`src/rtl/bph_pkg.sv`:
```
package bph_pkg;
   // Which differing symbol stands for a one bit
   typedef enum logic {
      SYM_HI_IS_ONE = 1'b0,   // 2'b10 -> 1, 2'b01 -> 0
      SYM_LO_IS_ONE = 1'b1    // 2'b01 -> 1, 2'b10 -> 0
   } sym_pol_e;
endpackage

```
`src/rtl/bph_sym_dec.sv`:
```
module bph_sym_dec #(
   parameter bph_pkg::sym_pol_e POL = bph_pkg::SYM_HI_IS_ONE
) (
   input  logic [1:0] sym_i,
   output logic       bit_o,
   output logic       bad_o
);
   // equal halves are a coding violation
   assign bad_o = ~(sym_i[1] ^ sym_i[0]);

   generate
      if (POL == bph_pkg::SYM_HI_IS_ONE) begin : g_hi
         assign bit_o = (sym_i == 2'b10);
      end else begin : g_lo
         assign bit_o = (sym_i == 2'b01);
      end
   endgenerate
endmodule

```
`src/rtl/bph_byte_dec.sv`:
```
module bph_byte_dec #(
   parameter int                  IN_W = 8,
   parameter bph_pkg::sym_pol_e   POL  = bph_pkg::SYM_HI_IS_ONE,
   localparam int                 NSYM = IN_W / 2
) (
   input  logic [IN_W-1:0] byte_i,
   output logic [NSYM-1:0] nib_o,
   output logic            err_o
);
   logic [NSYM-1:0] bad;

   generate
      for (genvar k = 0; k < NSYM; k++) begin : g_sym
         bph_sym_dec #(.POL(POL)) u_sym (
            .sym_i (byte_i[2*k+1:2*k]),
            .bit_o (nib_o[k]),
            .bad_o (bad[k])
         );
      end
   endgenerate

   assign err_o = |bad;
endmodule

```
`src/rtl/bph_seq.sv`:
```
module bph_seq #(
   parameter  int BLOCK_BYTES = 26,
   localparam int CNT_W       = $clog2(BLOCK_BYTES)
) (
   input  logic clk,
   input  logic rst_n,
   input  logic start_i,
   input  logic in_valid_i,
   output logic accept_o,
   output logic phase_o,
   output logic last_o,
   output logic active_o
);
   logic [CNT_W-1:0] cnt_q;
   logic             active_q;

   assign accept_o = in_valid_i & active_q & ~start_i;
   assign last_o   = (cnt_q == CNT_W'(BLOCK_BYTES - 1));
   assign phase_o  = cnt_q[0];
   assign active_o = active_q;

   always_ff @(posedge clk or negedge rst_n) begin
      if (!rst_n) begin
         cnt_q    <= '0;
         active_q <= 1'b0;
      end else if (start_i) begin
         cnt_q    <= '0;
         active_q <= 1'b1;
      end else if (accept_o) begin
         if (last_o) begin
            cnt_q    <= '0;
            active_q <= 1'b0;
         end else begin
            cnt_q <= cnt_q + 1'b1;
         end
      end
   end

   AST_CNT_RANGE: assert property (@(posedge clk) disable iff (!rst_n)
      cnt_q <= CNT_W'(BLOCK_BYTES - 1));
   AST_CLOSED_AT_REST: assert property (@(posedge clk) disable iff (!rst_n)
      !active_q |-> cnt_q == '0);
endmodule

```
`src/rtl/bph_pair_pack.sv`:
```
module bph_pair_pack #(
   parameter  int NIB_W = 4,
   localparam int OUT_W = 2 * NIB_W
) (
   input  logic             clk,
   input  logic             rst_n,
   input  logic             accept_i,
   input  logic             phase_i,
   input  logic [NIB_W-1:0] nib_i,
   output logic             out_valid_o,
   output logic [OUT_W-1:0] out_byte_o
);
   logic [NIB_W-1:0] hi_q;

   always_ff @(posedge clk or negedge rst_n) begin
      if (!rst_n) begin
         hi_q        <= '0;
         out_byte_o  <= '0;
         out_valid_o <= 1'b0;
      end else begin
         out_valid_o <= accept_i & phase_i;
         if (accept_i && !phase_i) hi_q <= nib_i;
         if (accept_i && phase_i)  out_byte_o <= {hi_q, nib_i};
      end
   end

   AST_LOW_HALF_FRESH: assert property (@(posedge clk) disable iff (!rst_n)
      (accept_i && phase_i) |=> out_byte_o[NIB_W-1:0] == $past(nib_i));
endmodule

```
`src/rtl/bph_err_acc.sv`:
```
module bph_err_acc (
   input  logic clk,
   input  logic rst_n,
   input  logic start_i,
   input  logic accept_i,
   input  logic last_i,
   input  logic bad_i,
   output logic done_o,
   output logic blk_err_o
);
   always_ff @(posedge clk or negedge rst_n) begin
      if (!rst_n) begin
         blk_err_o <= 1'b0;
         done_o    <= 1'b0;
      end else begin
         done_o <= accept_i & last_i;
         if (start_i)       blk_err_o <= 1'b0;
         else if (accept_i) blk_err_o <= blk_err_o | bad_i;
      end
   end

   AST_ERR_STICKY: assert property (@(posedge clk) disable iff (!rst_n)
      (blk_err_o && !start_i) |=> blk_err_o);
   AST_START_CLEARS: assert property (@(posedge clk) disable iff (!rst_n)
      start_i |=> (!blk_err_o && !done_o));
   AST_BAD_SETS_ERR: assert property (@(posedge clk) disable iff (!rst_n)
      (accept_i && bad_i) |=> blk_err_o);
endmodule

```
`src/rtl/bph_block_dec.sv`:
```
module bph_block_dec #(
   parameter  int                IN_W        = 8,
   parameter  int                BLOCK_BYTES = 26,
   parameter  bph_pkg::sym_pol_e POL         = bph_pkg::SYM_HI_IS_ONE,
   localparam int                NIB_W       = IN_W / 2
) (
   input  logic            clk,
   input  logic            rst_n,
   input  logic            start_i,
   input  logic            in_valid_i,
   input  logic [IN_W-1:0] in_byte_i,
   output logic            out_valid_o,
   output logic [IN_W-1:0] out_byte_o,
   output logic            done_o,
   output logic            blk_err_o
);
   generate
      if (IN_W < 2 || (IN_W % 2) != 0) begin : g_bad_width
         $error("IN_W must be an even number of at least 2");
      end
      if (BLOCK_BYTES < 2 || (BLOCK_BYTES % 2) != 0) begin : g_bad_block
         $error("BLOCK_BYTES must be an even number of at least 2");
      end
   endgenerate

   logic [NIB_W-1:0] nib;
   logic             byte_bad;
   logic             accept, phase, last, active;

   bph_byte_dec #(.IN_W(IN_W), .POL(POL)) u_dec (
      .byte_i (in_byte_i),
      .nib_o  (nib),
      .err_o  (byte_bad)
   );

   bph_seq #(.BLOCK_BYTES(BLOCK_BYTES)) u_seq (
      .clk        (clk),
      .rst_n      (rst_n),
      .start_i    (start_i),
      .in_valid_i (in_valid_i),
      .accept_o   (accept),
      .phase_o    (phase),
      .last_o     (last),
      .active_o   (active)
   );

   bph_pair_pack #(.NIB_W(NIB_W)) u_pack (
      .clk         (clk),
      .rst_n       (rst_n),
      .accept_i    (accept),
      .phase_i     (phase),
      .nib_i       (nib),
      .out_valid_o (out_valid_o),
      .out_byte_o  (out_byte_o)
   );

   bph_err_acc u_err (
      .clk       (clk),
      .rst_n     (rst_n),
      .start_i   (start_i),
      .accept_i  (accept),
      .last_i    (last),
      .bad_i     (byte_bad),
      .done_o    (done_o),
      .blk_err_o (blk_err_o)
   );

   AST_DONE_WITH_OUT: assert property (@(posedge clk) disable iff (!rst_n)
      done_o |-> out_valid_o);
   AST_IDLE_NO_OUT: assert property (@(posedge clk) disable iff (!rst_n)
      !active |=> !out_valid_o);
   AST_IDLE_ERR_KEPT: assert property (@(posedge clk) disable iff (!rst_n)
      (!active && !start_i) |=> $stable(blk_err_o));
   AST_DONE_SINGLE: assert property (@(posedge clk) disable iff (!rst_n)
      done_o |=> !done_o);
endmodule

```
`config.mk`:
```
export PLATFORM = sky130hd
export DESIGN_NAME = bph_block_dec
export DESIGN_NICKNAME = d
export VERILOG_FILES = /design/src/rtl/bph_pkg.sv /design/src/rtl/bph_sym_dec.sv /design/src/rtl/bph_byte_dec.sv /design/src/rtl/bph_seq.sv /design/src/rtl/bph_pair_pack.sv /design/src/rtl/bph_err_acc.sv /design/src/rtl/bph_block_dec.sv
export SDC_FILE = /design/constraint.sdc
export NUM_CORES = 1
export LEC_CHECK = 0
export ABC_CLOCK_PERIOD_IN_PS = 2200
export BUFFER_PORTS_ARGS = -buffer_cell sky130_fd_sc_hd__buf_2
export CAP_MARGIN = 20
export CORE_MARGIN = 2
export CORE_UTILIZATION = 54
export CTS_BUF_LIST = sky130_fd_sc_hd__clkbuf_8
export DETAILED_ROUTE_END_ITERATION = 10
export PLACE_DENSITY = 0.76
export SYNTH_ARGS = -nofsm -noshare
export SYNTH_HDL_FRONTEND = slang
export SYNTH_SLANG_ARGS = --single-unit
```
`constraint.sdc`:
```
create_clock -name clk -period 2.2 [get_ports clk]
set_clock_uncertainty 0.15 [all_clocks]
set_input_delay 0.11 -clock clk [delete_from_list [all_inputs] [get_ports clk]]
set_output_delay 0.11 -clock clk [all_outputs]
set_load 0.05 [all_outputs]
```
==> PnR_summary.wiki <==
{| class="wikitable"
! Metric !! Value
|-
| Sequential-to-total area share from yosys stat || a little over half
|-
| Run status || finished, final reports clean
|-
| Die outline area || roughly 2100 sq um
|-
| Number of non-filler instances in the completed layout || approximately 130
|-
| Top library cells by usage in the layout, fill and taps aside || buf_2, dfrtp_1, mux2_2
|-
| Count of nets after finishing || about 120
|-
| Endpoint, Worst Hold || u_seq.cnt_q[0]$_DFFE_PN0P_
|-
| Remaining antenna violation count || 0
|-
| Static power due to leakage || approximately 0.59 nW
|-
| Tightest hold margin || about 0.02 ns
|-
| Cell total after placement || ~120
|-
| Pwr per Cell Area || a little under 900 nW/um^2
|-
| Net switching power || approximately 0.34 mW
|-
| Routing usage on met1 || between 20% and 30%
|-
| GRT met3 Usage || approximately 2.4%
|-
| Most common cell after layout, fill and taps aside || buf_2
|-
| Number of distinct library cells after synthesis || 19
|-
| Final total power || ~1 mW
|-
| First-pass GRT wire length || approximately 2700 microns
|-
| Crit-path cells || ha_1, and4b_1, or3_1, a21oi_1
|-
| Final setup vio count || 0
|-
| DRT iter0 DRCs || 8
|-
| Area post-placement || ~1100 sq um
|-
| R2R cell count || 4
|-
| Worst-path fanout max || 7
|-
| Number of antenna diodes || 0
|-
| I/O pin count || 23
|-
| Arrival time worst endpoint || about 1.7 ns
|-
| Endpoint of the worst-slack reg-to-reg timing path || u_seq.cnt_q[1]$_DFFE_PN0P_
|-
| Fin. max-slew vios || 0
|-
| Clock power frac || between 20% and 30%
|-
| Max stage delay on crit path || ~0.48 ns
|-
| Final Cycle Share || between 70% and 80%
|-
| Largest voltage drop on the vdd net || approximately 0.43 mV
|-
| Total internal power || 0.648 mW
|-
| Floorplan core area || roughly 1700 sq um
|-
| Die H || between 40 and 50 microns
|-
| Max capacitance violation total || 0
|-
| Worst setup SP type || flop
|-
| RD Place Congestion || between 0.8 and 0.9
|-
| Kind of path behind the tightest hold check || in -> reg
|-
| Avg Synthesized Cell Area || 12.5 sq um
|-
| Cell area after technology mapping || just under 1000 sq um
|-
| Largest net degree at the start of global routing || 22
|-
| Gr busiest metal || met2
|-
| DRC errors left || 0
|-
| Number of warnings reported in the yosys synthesis log || 0
|-
| CTS root buf || clkbuf_8
|-
| Start point of the worst hold path || start_i
|-
| Post-layout minimum cycle time || approximately 1.7 ns
|-
| Floorplan die width || between 40 and 50 microns
|-
| Reg-to-reg slack, setup || between 0.5 and 0.6 ns
|-
| Post-layout instance area || between 1000 and 1500 sq um
|-
| Switching power share of the total || a little over a third
|-
| Clock net sink count || 21
|-
| Total clock buffers created by CTS || 3
|-
| H-tree levels || 1
|-
| Initial antenna violation count || 0
|-
| Required time at the worst-slack endpoint || between 2 and 2.5 ns
|-
| Number of buffers on the longest clock path || 2
|-
| Transition time at the pin with the least slew margin || approximately 0.46 ns
|-
| Part of the power in registers || ~47%
|-
| Detailed-route wire length || between 1500 and 2000 microns
|-
| Post-DR vias/cell || about 5.2
|-
| Max stage delay cell, worst path || dfrtp_1
|-
| Port Buffer Count || 22
|-
| Routed wire per std cell || roughly 13 microns
|-
| Total iterations of the first detailed-routing run || 2
|-
| Vias in the first global route || between 600 and 700
|-
| Achievable frequency || between 600 and 700 MHz
|-
| Initial core utilization || between 50 and 60%
|-
| Worst-skew pair later-pin latency || 0.25 ns
|-
| Overall overflow remaining after global route || 0
|-
| Logic pwr share || approximately 28%
|-
| Total nets after synthesis || 95
|-
| Post-CTS sizing || 0
|-
| Post-synthesis sequential element count || 21
|-
| Reg-to-Reg Start || u_seq.cnt_q[0]$_DFFE_PN0P_
|-
| Overall global routing resource usage || 17.9%
|-
| Fraction of final layout cells sized beyond drive strength 1 || around two fifths
|-
| Fin. Hold Viols || 0
|-
| GRT met2 Usage || between 20% and 30%
|-
| TritonCTS clock tree || built
|-
| Placed wire-length estimate || 1240 microns
|-
| Post-CTS clock slew at the launch and capture registers of the worst setup and hold paths || 0.07 ns
|-
| Synthesized netlist cell count || 77
|-
| Critical path capture point type || flop
|-
| Signed area change from the synthesized netlist to the final layout || 19.4%
|-
| Crit path kind || reg -> reg
|-
| Number of rows created at floorplan || 15
|-
| Vias after detailed routing || 666
|-
| Worst slew margin relative to its limit || between 60% and 70%
|-
| Number of instances on the worst hold path || 2
|-
| Total negative setup slack || 0 ns
|-
| RSZ-0062 raised after global routing || no
|}
registers in the layout (all words and copies together), names as in the netlist:
name                cells
u_pack.out_byte_o       8
u_seq.cnt_q             5
u_seq.active_o          1
u_err.done_o            1
u_pack.out_valid_o      1
u_pack.hi_q             4
u_err.blk_err_o         1
synthesized netlist by cell type (all sizes together):
master	instances	area share, %
nand4b	2	2.5
dfrtp	21	55
inv	6	2.3
a21oi	3	1.6
ha	6	7.8
nand2	7	3.0
nand3	5	2.6
a21o	1	0.78
or3	5	3.3
nor2	1	0.39
mux2	12	14
or4	1	0.78
a31oi	3	2.0
buf	1	1.2
and4b	1	1.0
nor3	2	2.2
per-layer routing:
metal,vias up,wire length (microns),part of all wire (%)
li1,324,-,-
met1,331,739,44
met2,11,886,53
met3,0,41,2.5
met4,0,0,0
met5,-,0,0
critical path: cells and delay by family, from the launching register on:
family	cells	cell delay (ns)
and+or+nand+nor	2	0.56
adders and majority gates	1	0.25
AOI/OAI and AO/OA	1	0.15
DFF	1	0.48
final cells by class:
cell class	count	area (sq um)
inverters	6	22.5
well taps	25	31.3
flip-flops and latches	21	526
clock inverters	1	5.00
multi-input cells	49	403
fillers	135	559
repair buffers	23	120
clock buffers	3	41.3
power by group through the flow:
| stage | sequential (mW) | combinational [mW] | clock, mW |
|---|---|---|---|
| 2_1_floorplan | 0.612 | 0.0701 | 0 |
| 3_3_place_gp | 0.471 | 0.278 | 0 |
| 6_report | 0.467 | 0.282 | 0.243 |
| 4_1_cts | 0.468 | 0.286 | 0.248 |
| 5_1_grt | 0.474 | 0.302 | 0.268 |
| 3_5_place_dp | 0.476 | 0.284 | 0 |
stage by stage:
step                setup WS (ns)  utilization [%]
floorplan                   0.648                -
global placement            0.602             64.0
detailed placement          0.554             64.0
CTS                         0.530             67.3
global route                0.428             67.3
finish                      0.535             67.3
how the worst max path moves through the flow:
| stage | start | to |
|---|---|---|
| final | u_seq.cnt_q[0]$_DFFE_PN0P_ | u_seq.cnt_q[1]$_DFFE_PN0P_ |
| after global routing | u_seq.cnt_q[0]$_DFFE_PN0P_ | u_seq.cnt_q[1]$_DFFE_PN0P_ |
| after CTS | u_seq.cnt_q[0]$_DFFE_PN0P_ | u_seq.cnt_q[1]$_DFFE_PN0P_ |
| after detailed placement | u_seq.cnt_q[0]$_DFFE_PN0P_ | u_seq.cnt_q[1]$_DFFE_PN0P_ |
| after global placement | u_seq.cnt_q[0]$_DFFE_PN0P_ | u_seq.cnt_q[1]$_DFFE_PN0P_ |
| after floorplan | u_seq.cnt_q[0]$_DFFE_PN0P_ | u_seq.cnt_q[1]$_DFFE_PN0P_ |
cell families after synthesis:
family / count (synthesis) / synth area share [%]
compound gates: 7 / 4.29
fa+ha+maj: 6 / 7.80
buf+inv: 7 / 3.51
flops: 21 / 54.6
mux: 12 / 14.0
simple gates: 24 / 15.7
repair_timing:
action / CTS / global route
hold endpoints to repair: 21 / 0
buffers inserted: 0 / 0
hold buffers: 1 / 0
No activity file was read; power rests on OpenSTA's default activity.
